===== config.mk =====
export PLATFORM = sky130hd
export DESIGN_NAME = pad_fn_mux
export DESIGN_NICKNAME = d
export VERILOG_FILES = /design/src/rtl/pad_fn_mux_pkg.sv /design/src/rtl/pad_fn_mux_cfg.sv /design/src/rtl/pad_fn_mux_out.sv /design/src/rtl/pad_fn_mux_in.sv /design/src/rtl/pad_fn_mux.sv
export SDC_FILE = /design/constraint.sdc
export NUM_CORES = 1
export LEC_CHECK = 0
export BUFFER_PORTS_ARGS = -buffer_cell sky130_fd_sc_hd__clkbuf_2
export CAP_MARGIN = 30
export CORE_MARGIN = 2
export CORE_UTILIZATION = 56
export CTS_CLUSTER_DIAMETER = 60
export DETAILED_ROUTE_END_ITERATION = 12
export HOLD_SLACK_MARGIN = 0.1
export PLACE_DENSITY = 0.82
export SLEW_MARGIN = 25
export SYNTH_ARGS = -nofsm -noshare
export SYNTH_HDL_FRONTEND = slang
export SYNTH_SLANG_ARGS = --single-unit
export TNS_END_PERCENT = 30

===== constraint.sdc =====
create_clock -name clk -period 2.2 [get_ports clk]
set_clock_uncertainty 0.2 [all_clocks]
set_input_delay 0.44 -clock clk [delete_from_list [all_inputs] [get_ports clk]]
set_output_delay 0.44 -clock clk [all_outputs]
set_load 0.02 [all_outputs]

===== src/rtl/pad_fn_mux_pkg.sv =====
package pad_fn_mux_pkg;

  localparam int FID_DED     = 1;
  localparam int FID_DBG     = 2;
  localparam int FID_XB_BASE = 19;
  localparam int XB_COUNT    = 6;

  typedef enum logic [3:0] {
    SIG_NONE,
    SIG_UART_TX,
    SIG_UART_RX,
    SIG_SPI_SCK,
    SIG_SPI_MOSI,
    SIG_SPI_MISO,
    SIG_SPI_CS,
    SIG_DBG_CLK,
    SIG_DBG_DIO
  } pad_sig_e;

  // fixed connection of each pad under the dedicated ID
  function automatic pad_sig_e ded_sig(input int pad);
    case (pad % 4)
      0:       return SIG_UART_RX;
      1:       return SIG_UART_TX;
      2:       return SIG_SPI_SCK;
      default: return SIG_SPI_MISO;
    endcase
  endfunction

  function automatic pad_sig_e fid_decode(input int fid, input int pad,
                                          input bit clk_pad, input bit dat_pad);
    if (fid == FID_DBG) begin
      if (clk_pad) return SIG_DBG_CLK;
      if (dat_pad) return SIG_DBG_DIO;
      return SIG_NONE;
    end
    if (fid == FID_DED) return ded_sig(pad);
    if (fid >= FID_XB_BASE && fid < FID_XB_BASE + XB_COUNT) begin
      case (fid - FID_XB_BASE)
        0:       return SIG_UART_TX;
        1:       return SIG_UART_RX;
        2:       return SIG_SPI_SCK;
        3:       return SIG_SPI_MOSI;
        4:       return SIG_SPI_MISO;
        default: return SIG_SPI_CS;
      endcase
    end
    return SIG_NONE;
  endfunction

endpackage


===== src/rtl/pad_fn_mux_cfg.sv =====
module pad_fn_mux_cfg #(
  parameter int NPADS   = 4,
  parameter int FID_W   = 6,
  parameter int CLK_PAD = 2,
  parameter int DAT_PAD = 3,
  localparam int AW     = $clog2(NPADS + 1),
  localparam int PAD_W  = $clog2(NPADS)
) (
  input  logic                         clk,
  input  logic                         rst,
  input  logic                         wr_en,
  input  logic [AW-1:0]                wr_addr,
  input  logic [FID_W-1:0]             wr_data,
  input  logic [AW-1:0]                rd_addr,
  output logic [FID_W-1:0]             rd_data,
  output logic [NPADS-1:0][FID_W-1:0]  fid_o,
  output logic                         lost_vld,
  output logic [PAD_W-1:0]             lost_pad,
  output logic [FID_W-1:0]             lost_fid
);
  import pad_fn_mux_pkg::*;

  localparam logic [AW-1:0]    CTRL_ADDR = AW'(NPADS);
  localparam logic [FID_W-1:0] DBG_ID    = FID_W'(FID_DBG);

  logic [NPADS-1:0][FID_W-1:0] fid_q;
  logic dbg_en_q, err_q;
  logic wr_pad, wr_is_dbg;

  assign wr_pad    = wr_addr < CTRL_ADDR;
  assign wr_is_dbg = (wr_addr == AW'(CLK_PAD)) || (wr_addr == AW'(DAT_PAD));
  assign fid_o     = fid_q;

  always_ff @(posedge clk) begin
    if (rst) begin
      for (int p = 0; p < NPADS; p++)
        fid_q[p] <= (p == CLK_PAD || p == DAT_PAD) ? DBG_ID : '0;
      dbg_en_q <= 1'b1;
      err_q    <= 1'b0;
      lost_vld <= 1'b0;
      lost_pad <= '0;
      lost_fid <= '0;
      rd_data  <= '0;
    end else begin
      lost_vld <= 1'b0;
      if (wr_en && wr_pad) begin
        if (wr_is_dbg && dbg_en_q) begin
          err_q <= 1'b1;
        end else begin
          fid_q[wr_addr[PAD_W-1:0]] <= wr_data;
          if (wr_is_dbg && wr_data != DBG_ID) begin
            lost_vld <= 1'b1;
            lost_pad <= wr_addr[PAD_W-1:0];
            lost_fid <= wr_data;
          end
        end
      end else if (wr_en && wr_addr == CTRL_ADDR) begin
        dbg_en_q <= wr_data[0];
        if (wr_data[0] && !dbg_en_q) begin
          fid_q[CLK_PAD] <= DBG_ID;
          fid_q[DAT_PAD] <= DBG_ID;
        end
        if (wr_data[1]) err_q <= 1'b0;
      end
      if (rd_addr < CTRL_ADDR)       rd_data <= fid_q[rd_addr[PAD_W-1:0]];
      else if (rd_addr == CTRL_ADDR) rd_data <= FID_W'({err_q, dbg_en_q});
      else                           rd_data <= '0;
    end
  end


  locked_wr_ignored_chk: assert property (@(posedge clk) disable iff (rst)
    (wr_en && wr_is_dbg && dbg_en_q) |=> ($stable(fid_q) && err_q));


  err_sticky_chk: assert property (@(posedge clk) disable iff (rst)
    (err_q && !(wr_en && wr_addr == CTRL_ADDR && wr_data[1])) |=> err_q);


  lock_holds_dbg_chk: assert property (@(posedge clk) disable iff (rst)
    dbg_en_q |-> (fid_q[CLK_PAD] == DBG_ID && fid_q[DAT_PAD] == DBG_ID));


  lost_unlocked_chk: assert property (@(posedge clk) disable iff (rst)
    lost_vld |-> (!dbg_en_q && lost_fid != DBG_ID));

endmodule


===== src/rtl/pad_fn_mux_out.sv =====
module pad_fn_mux_out #(
  parameter int NPADS = 4,
  parameter int FID_W = 6
) (
  input  logic                                   clk,
  input  logic                                   rst,
  input  pad_fn_mux_pkg::pad_sig_e [NPADS-1:0]   sig_i,
  input  logic [NPADS-1:0][FID_W-1:0]            fid_i,
  input  logic                                   uart_tx,
  input  logic                                   spi_sck,
  input  logic                                   spi_mosi,
  input  logic                                   spi_cs_n,
  input  logic                                   dbg_dio_o,
  input  logic                                   dbg_dio_oe,
  output logic [NPADS-1:0]                       pad_o,
  output logic [NPADS-1:0]                       pad_oe
);
  import pad_fn_mux_pkg::*;

  always_ff @(posedge clk) begin
    if (rst) begin
      pad_o  <= '0;
      pad_oe <= '0;
    end else begin
      for (int p = 0; p < NPADS; p++) begin
        case (sig_i[p])
          SIG_UART_TX:  begin pad_o[p] <= uart_tx;   pad_oe[p] <= 1'b1;       end
          SIG_SPI_SCK:  begin pad_o[p] <= spi_sck;   pad_oe[p] <= 1'b1;       end
          SIG_SPI_MOSI: begin pad_o[p] <= spi_mosi;  pad_oe[p] <= 1'b1;       end
          SIG_SPI_CS:   begin pad_o[p] <= spi_cs_n;  pad_oe[p] <= 1'b1;       end
          SIG_DBG_DIO:  begin pad_o[p] <= dbg_dio_o; pad_oe[p] <= dbg_dio_oe; end
          default:      begin pad_o[p] <= 1'b0;      pad_oe[p] <= 1'b0;       end
        endcase
      end
    end
  end

  for (genvar g = 0; g < NPADS; g++) begin : g_chk

    parked_hiz_chk: assert property (@(posedge clk) disable iff (rst)
      ($past(fid_i[g]) == '0) |-> !pad_oe[g]);
  end

endmodule


===== src/rtl/pad_fn_mux_in.sv =====
module pad_fn_mux_in #(
  parameter int NPADS = 4
) (
  input  logic                                 clk,
  input  logic                                 rst,
  input  pad_fn_mux_pkg::pad_sig_e [NPADS-1:0] sig_i,
  input  logic [NPADS-1:0]                     pad_i,
  output logic                                 uart_rx,
  output logic                                 spi_miso,
  output logic                                 dbg_clk,
  output logic                                 dbg_dio_i
);
  import pad_fn_mux_pkg::*;

  logic rx_n, miso_n, dclk_n, dio_n;

  // scan from the top so the lowest pad is applied last and wins
  always_comb begin
    rx_n = 1'b1; miso_n = 1'b0; dclk_n = 1'b0; dio_n = 1'b0;
    for (int p = NPADS - 1; p >= 0; p--) begin
      case (sig_i[p])
        SIG_UART_RX:  rx_n   = pad_i[p];
        SIG_SPI_MISO: miso_n = pad_i[p];
        SIG_DBG_CLK:  dclk_n = pad_i[p];
        SIG_DBG_DIO:  dio_n  = pad_i[p];
        default: ;
      endcase
    end
  end

  always_ff @(posedge clk) begin
    if (rst) begin
      uart_rx <= 1'b1; spi_miso <= 1'b0; dbg_clk <= 1'b0; dbg_dio_i <= 1'b0;
    end else begin
      uart_rx <= rx_n; spi_miso <= miso_n; dbg_clk <= dclk_n; dbg_dio_i <= dio_n;
    end
  end


  rx_idle_rst_chk: assert property (@(posedge clk) rst |=> uart_rx);

endmodule


===== src/rtl/pad_fn_mux.sv =====
module pad_fn_mux #(
  parameter int NPADS   = 4,
  parameter int FID_W   = 6,
  parameter int CLK_PAD = 2,
  parameter int DAT_PAD = 3,
  localparam int AW     = $clog2(NPADS + 1),
  localparam int PAD_W  = $clog2(NPADS)
) (
  input  logic              clk,
  input  logic              rst,
  input  logic              wr_en,
  input  logic [AW-1:0]     wr_addr,
  input  logic [FID_W-1:0]  wr_data,
  input  logic [AW-1:0]     rd_addr,
  output logic [FID_W-1:0]  rd_data,
  input  logic [NPADS-1:0]  pad_i,
  output logic [NPADS-1:0]  pad_o,
  output logic [NPADS-1:0]  pad_oe,
  input  logic              uart_tx,
  output logic              uart_rx,
  input  logic              spi_sck,
  input  logic              spi_mosi,
  input  logic              spi_cs_n,
  output logic              spi_miso,
  output logic              dbg_clk,
  input  logic              dbg_dio_o,
  input  logic              dbg_dio_oe,
  output logic              dbg_dio_i,
  output logic              lost_vld,
  output logic [PAD_W-1:0]  lost_pad,
  output logic [FID_W-1:0]  lost_fid
);
  import pad_fn_mux_pkg::*;

  logic [NPADS-1:0][FID_W-1:0] fid;
  pad_sig_e [NPADS-1:0]        sig;

  pad_fn_mux_cfg #(.NPADS(NPADS), .FID_W(FID_W), .CLK_PAD(CLK_PAD), .DAT_PAD(DAT_PAD)) u_cfg (
    .clk(clk), .rst(rst), .wr_en(wr_en), .wr_addr(wr_addr), .wr_data(wr_data),
    .rd_addr(rd_addr), .rd_data(rd_data), .fid_o(fid),
    .lost_vld(lost_vld), .lost_pad(lost_pad), .lost_fid(lost_fid));

  for (genvar p = 0; p < NPADS; p++) begin : g_dec
    assign sig[p] = fid_decode(int'(fid[p]), p, p == CLK_PAD, p == DAT_PAD);
  end

  pad_fn_mux_out #(.NPADS(NPADS), .FID_W(FID_W)) u_out (
    .clk(clk), .rst(rst), .sig_i(sig), .fid_i(fid),
    .uart_tx(uart_tx), .spi_sck(spi_sck), .spi_mosi(spi_mosi), .spi_cs_n(spi_cs_n),
    .dbg_dio_o(dbg_dio_o), .dbg_dio_oe(dbg_dio_oe), .pad_o(pad_o), .pad_oe(pad_oe));

  pad_fn_mux_in #(.NPADS(NPADS)) u_in (
    .clk(clk), .rst(rst), .sig_i(sig), .pad_i(pad_i),
    .uart_rx(uart_rx), .spi_miso(spi_miso), .dbg_clk(dbg_clk), .dbg_dio_i(dbg_dio_i));

endmodule


==> out/results.ini <==
[status]
status=finished clean

[global_routing]
grt_pass1_vias=2220
met3_usage_pct=3.704
grt_usage_pct=25.32
gr-total-overflow=0
grt_use_met1_pct=35.83
grt.busiest_layer=met2
grt_start_max_net_pins=21
antenna_found_initial=0
grt_pass1_wl_mm=10.98
use_met2_pct=38.94

[sta]
finalSetupTns_ns=0
post-route-min-period_ns=1.945
drv_slew=0
max_freq_mhz=514.3
max-slew-margin-rel_pct=59.70
fin_crit_sh_pct=88.39
rsz0062_at_grt=false
setup_viol=0
tightest_slew_ns=0.6036
hold_viol_final=0

[logic_synthesis]
seq_area_frac_synth_pct=36.93
syn_avg_cell_area_um2=9.327
synth_top_area_share_pct=36.93
synth_top_area_cell=dfxtp_1
async_flop_share_pct=0
ys_types=60
synth_edf_count=0
yosys_warnings=0
netlist_top_cells_area=dfxtp_1, mux2i_1, nor2_1, mux4_2, a22oi_1
syn-num-nets=333
syn_inst=308
synth_area_um2=2873
synth-main-ff-cell=dfxtp_1
ys_ff_latch=53

[cts]
cts_tree=done
holdBufCountCts=0
cts_resized=0
cts.clk_slew.worst_paths_ns=0.10
cts-root-buf=clkbuf_8
clk_latency_ns=0.31
clock-sinks=53
cts_inserted_buffers=5
cts_max_level=2
post-cts-setup-buffers=0
clk_path_buf_depth=2

[routing]
drc=0
viasPerCell=6.076
drt_iter0_markers=305
wl_per_cell_um=16.24
vias=2570
drt_wl_total_mm=6.869
antenna_left=0
drt_pass1_iterations=5

[min_path]
whs_path_depth=3
worstHoldStart=pad_i[0]
min_delay_worst_endpoint=u_in.uart_rx
hold_class=input port to register

[worst_setup_path]
r2r_start=u_cfg.fid_o[13]
critPathCaptureType=register
crit_buf_inv=0
cp.required_ns=2.26
worstReg2RegEnd=u_out.pad_o[2]
start_kind=register
rrSetupSlack_ns=0.26
slowest_delay_ns=0.70
path_class=register to register
cp.arrival_ns=2.00
critPathSlowestCell=dfxtp_1
critPathMaxFanout=17
path_delay_family=compound AO/OA/AOI/OAI gates
worstRegToRegCells=5
worstPathCellList=xnor2_1 -> a211oi_1 -> o21ai_0 -> a211oi_2 -> o311a_1
path_depth=5

[place]
gp_congestion=0.9107
port_buffers=51
dp_hpwl_mm=4.983

[finish]
nNetsFinal=377
n_antenna_cell=0
drive_gt1_share_pct=25.21
fin_util_pct=65.04
syn2layout_area_growth_pct=14.16

[floorplanning]
io_pins=52
core.rowCount=26
die_w_um=75.63
initial_core_util_pct=56.97
die_area_um2=5719
core_um2=5042
die_y_um=75.63

[pwr]
switching_share_pct=24.11
power.density_nw_per_um2=554.4
pwr-share-clk_pct=37.3
combPwrFrac_pct=8.4
ir_drop_v=0.0003833
p_int_w=0.001380
leakage_nw=1.236
p_total_w=0.001818
p_switching_w=0.0004383
power.share.sequential_pct=54.3

[run]
cap_violations=0

## area by class of cell
| cell class | count | area, µm² |
|---|---|---|
| Tap cell | 70 | 87.58 |
| Timing Repair Buffer | 62 | 337.8 |
| Sequential cell | 53 | 1061 |
| Fill cell | 425 | 1763 |
| Multi-Input combinational cell | 227 | 1665 |
| Clock buffer | 5 | 68.82 |
| Inverter | 3 | 11.26 |
| Clock inverter | 3 | 47.55 |
## synthesized netlist by cell type, drive strengths merged, types with 2 or more instances
| cell type | number |
|---|---|
| o211ai | 5 |
| and4b | 2 |
| clkbuf | 10 |
| a31oi | 5 |
| o311ai | 2 |
| nor4b | 5 |
| dfxtp | 53 |
| nor4 | 2 |
| mux4 | 6 |
| a2111oi | 2 |
| nand3b | 6 |
| and3b | 3 |
| a22oi | 11 |
| and3 | 5 |
| nand2 | 12 |
| nand3 | 8 |
| a211oi | 3 |
| nor3 | 7 |
| nand2b | 5 |
| o21a | 2 |
| nor3b | 12 |
| xnor2 | 5 |
| nand4b | 3 |
| o21ai | 9 |
| a21oi | 15 |
| inv | 3 |
| nor2 | 48 |
| a221oi | 2 |
| nor2b | 6 |
| mux2i | 19 |
| nand4 | 2 |
| buf | 15 |
## worst reg2reg max path, delay by kind of cell (launching register included)
family | cells | cell delay, ns
AO/OA/AOI/OAI | 4 | 0.86
flip-flops | 1 | 0.70
XOR/XNOR | 1 | 0.15
## layer usage
| metal | wire, µm | vias to the layer above |
|---|---|---|
| met5 | 0 | - |
| met4 | 219 | 0 |
| met3 | 553 | 23 |
| met2 | 3132 | 130 |
| met1 | 2963 | 1190 |
| li1 | - | 1227 |
## through the flow
stage | hold WS, ns | area (µm²) | worst slack, ns | std cells
after floorplan | 0.2475 | 2873 | 0.4827 | 308
after global placement | 0.2577 | 3163 | 0.2976 | 415
after detailed placement | 0.2794 | 3163 | 0.3040 | 415
after CTS | 0.1602 | 3279 | 0.2770 | 423
after global routing | 0.1634 | 3279 | 0.1462 | 423
final | 0.1675 | 3279 | 0.2555 | 423
## cell usage in the layout (no fill, tap or decap), drive strengths merged, types with 3 or more instances in the layout
cell type	count
a211oi	3
a21oi	15
a22oi	11
a31oi	5
and3	5
and3b	3
buf	11
clkbuf	56
dfxtp	53
inv	5
mux2i	19
mux4	6
nand2	12
nand2b	5
nand3	8
nand3b	6
nand4b	3
nor2	48
nor2b	6
nor3	7
nor3b	12
nor4b	5
o211ai	5
o21ai	9
xnor2	5
## kinds of logic (layout without fill, tap and decap cells)
logic type	after synthesis	in the layout	share of synthesized area [%]
and+or+nand+nor	133	133	27.53
AOI/OAI and AO/OA	64	64	17.33
buffers and inverters	28	73	5.096
xor gates and xnor gates	5	5	1.524
muxes	25	25	11.59
DFF	53	53	36.93
## how the worst max path moves through the flow
stage	end	start
floorplan	u_cfg.fid_o[10]	wr_addr[0]
global placement	u_out.pad_o[2]	u_cfg.fid_o[13]
detailed placement	u_out.pad_o[2]	u_cfg.fid_o[13]
CTS	u_out.pad_o[2]	u_cfg.fid_o[13]
global route	u_out.pad_o[2]	u_cfg.fid_o[13]
finish	u_out.pad_o[2]	u_cfg.fid_o[13]
## state kept, by name, summed over array words and instances (netlist names), 2 cells and up
signal and cells:
u_cfg.fid_o 24, u_cfg.lost_fid 6, u_cfg.lost_pad 2, u_cfg.rd_data 6
u_out.pad_o 4, u_out.pad_oe 4
## power groups by stage
stage / Clock [W] / Sequential, W / Combinational [W]
global route: 0.000738 / 0.000990 / 0.000166
detailed placement: 0 / 0.00101 / 0.000152
finish: 0.000678 / 0.000987 / 0.000153
floorplan: 0 / 0.00101 / 0.0000842
global placement: 0 / 0.00101 / 0.000149
CTS: 0.000695 / 0.000987 / 0.000152
(Power assumes the default switching activity.)
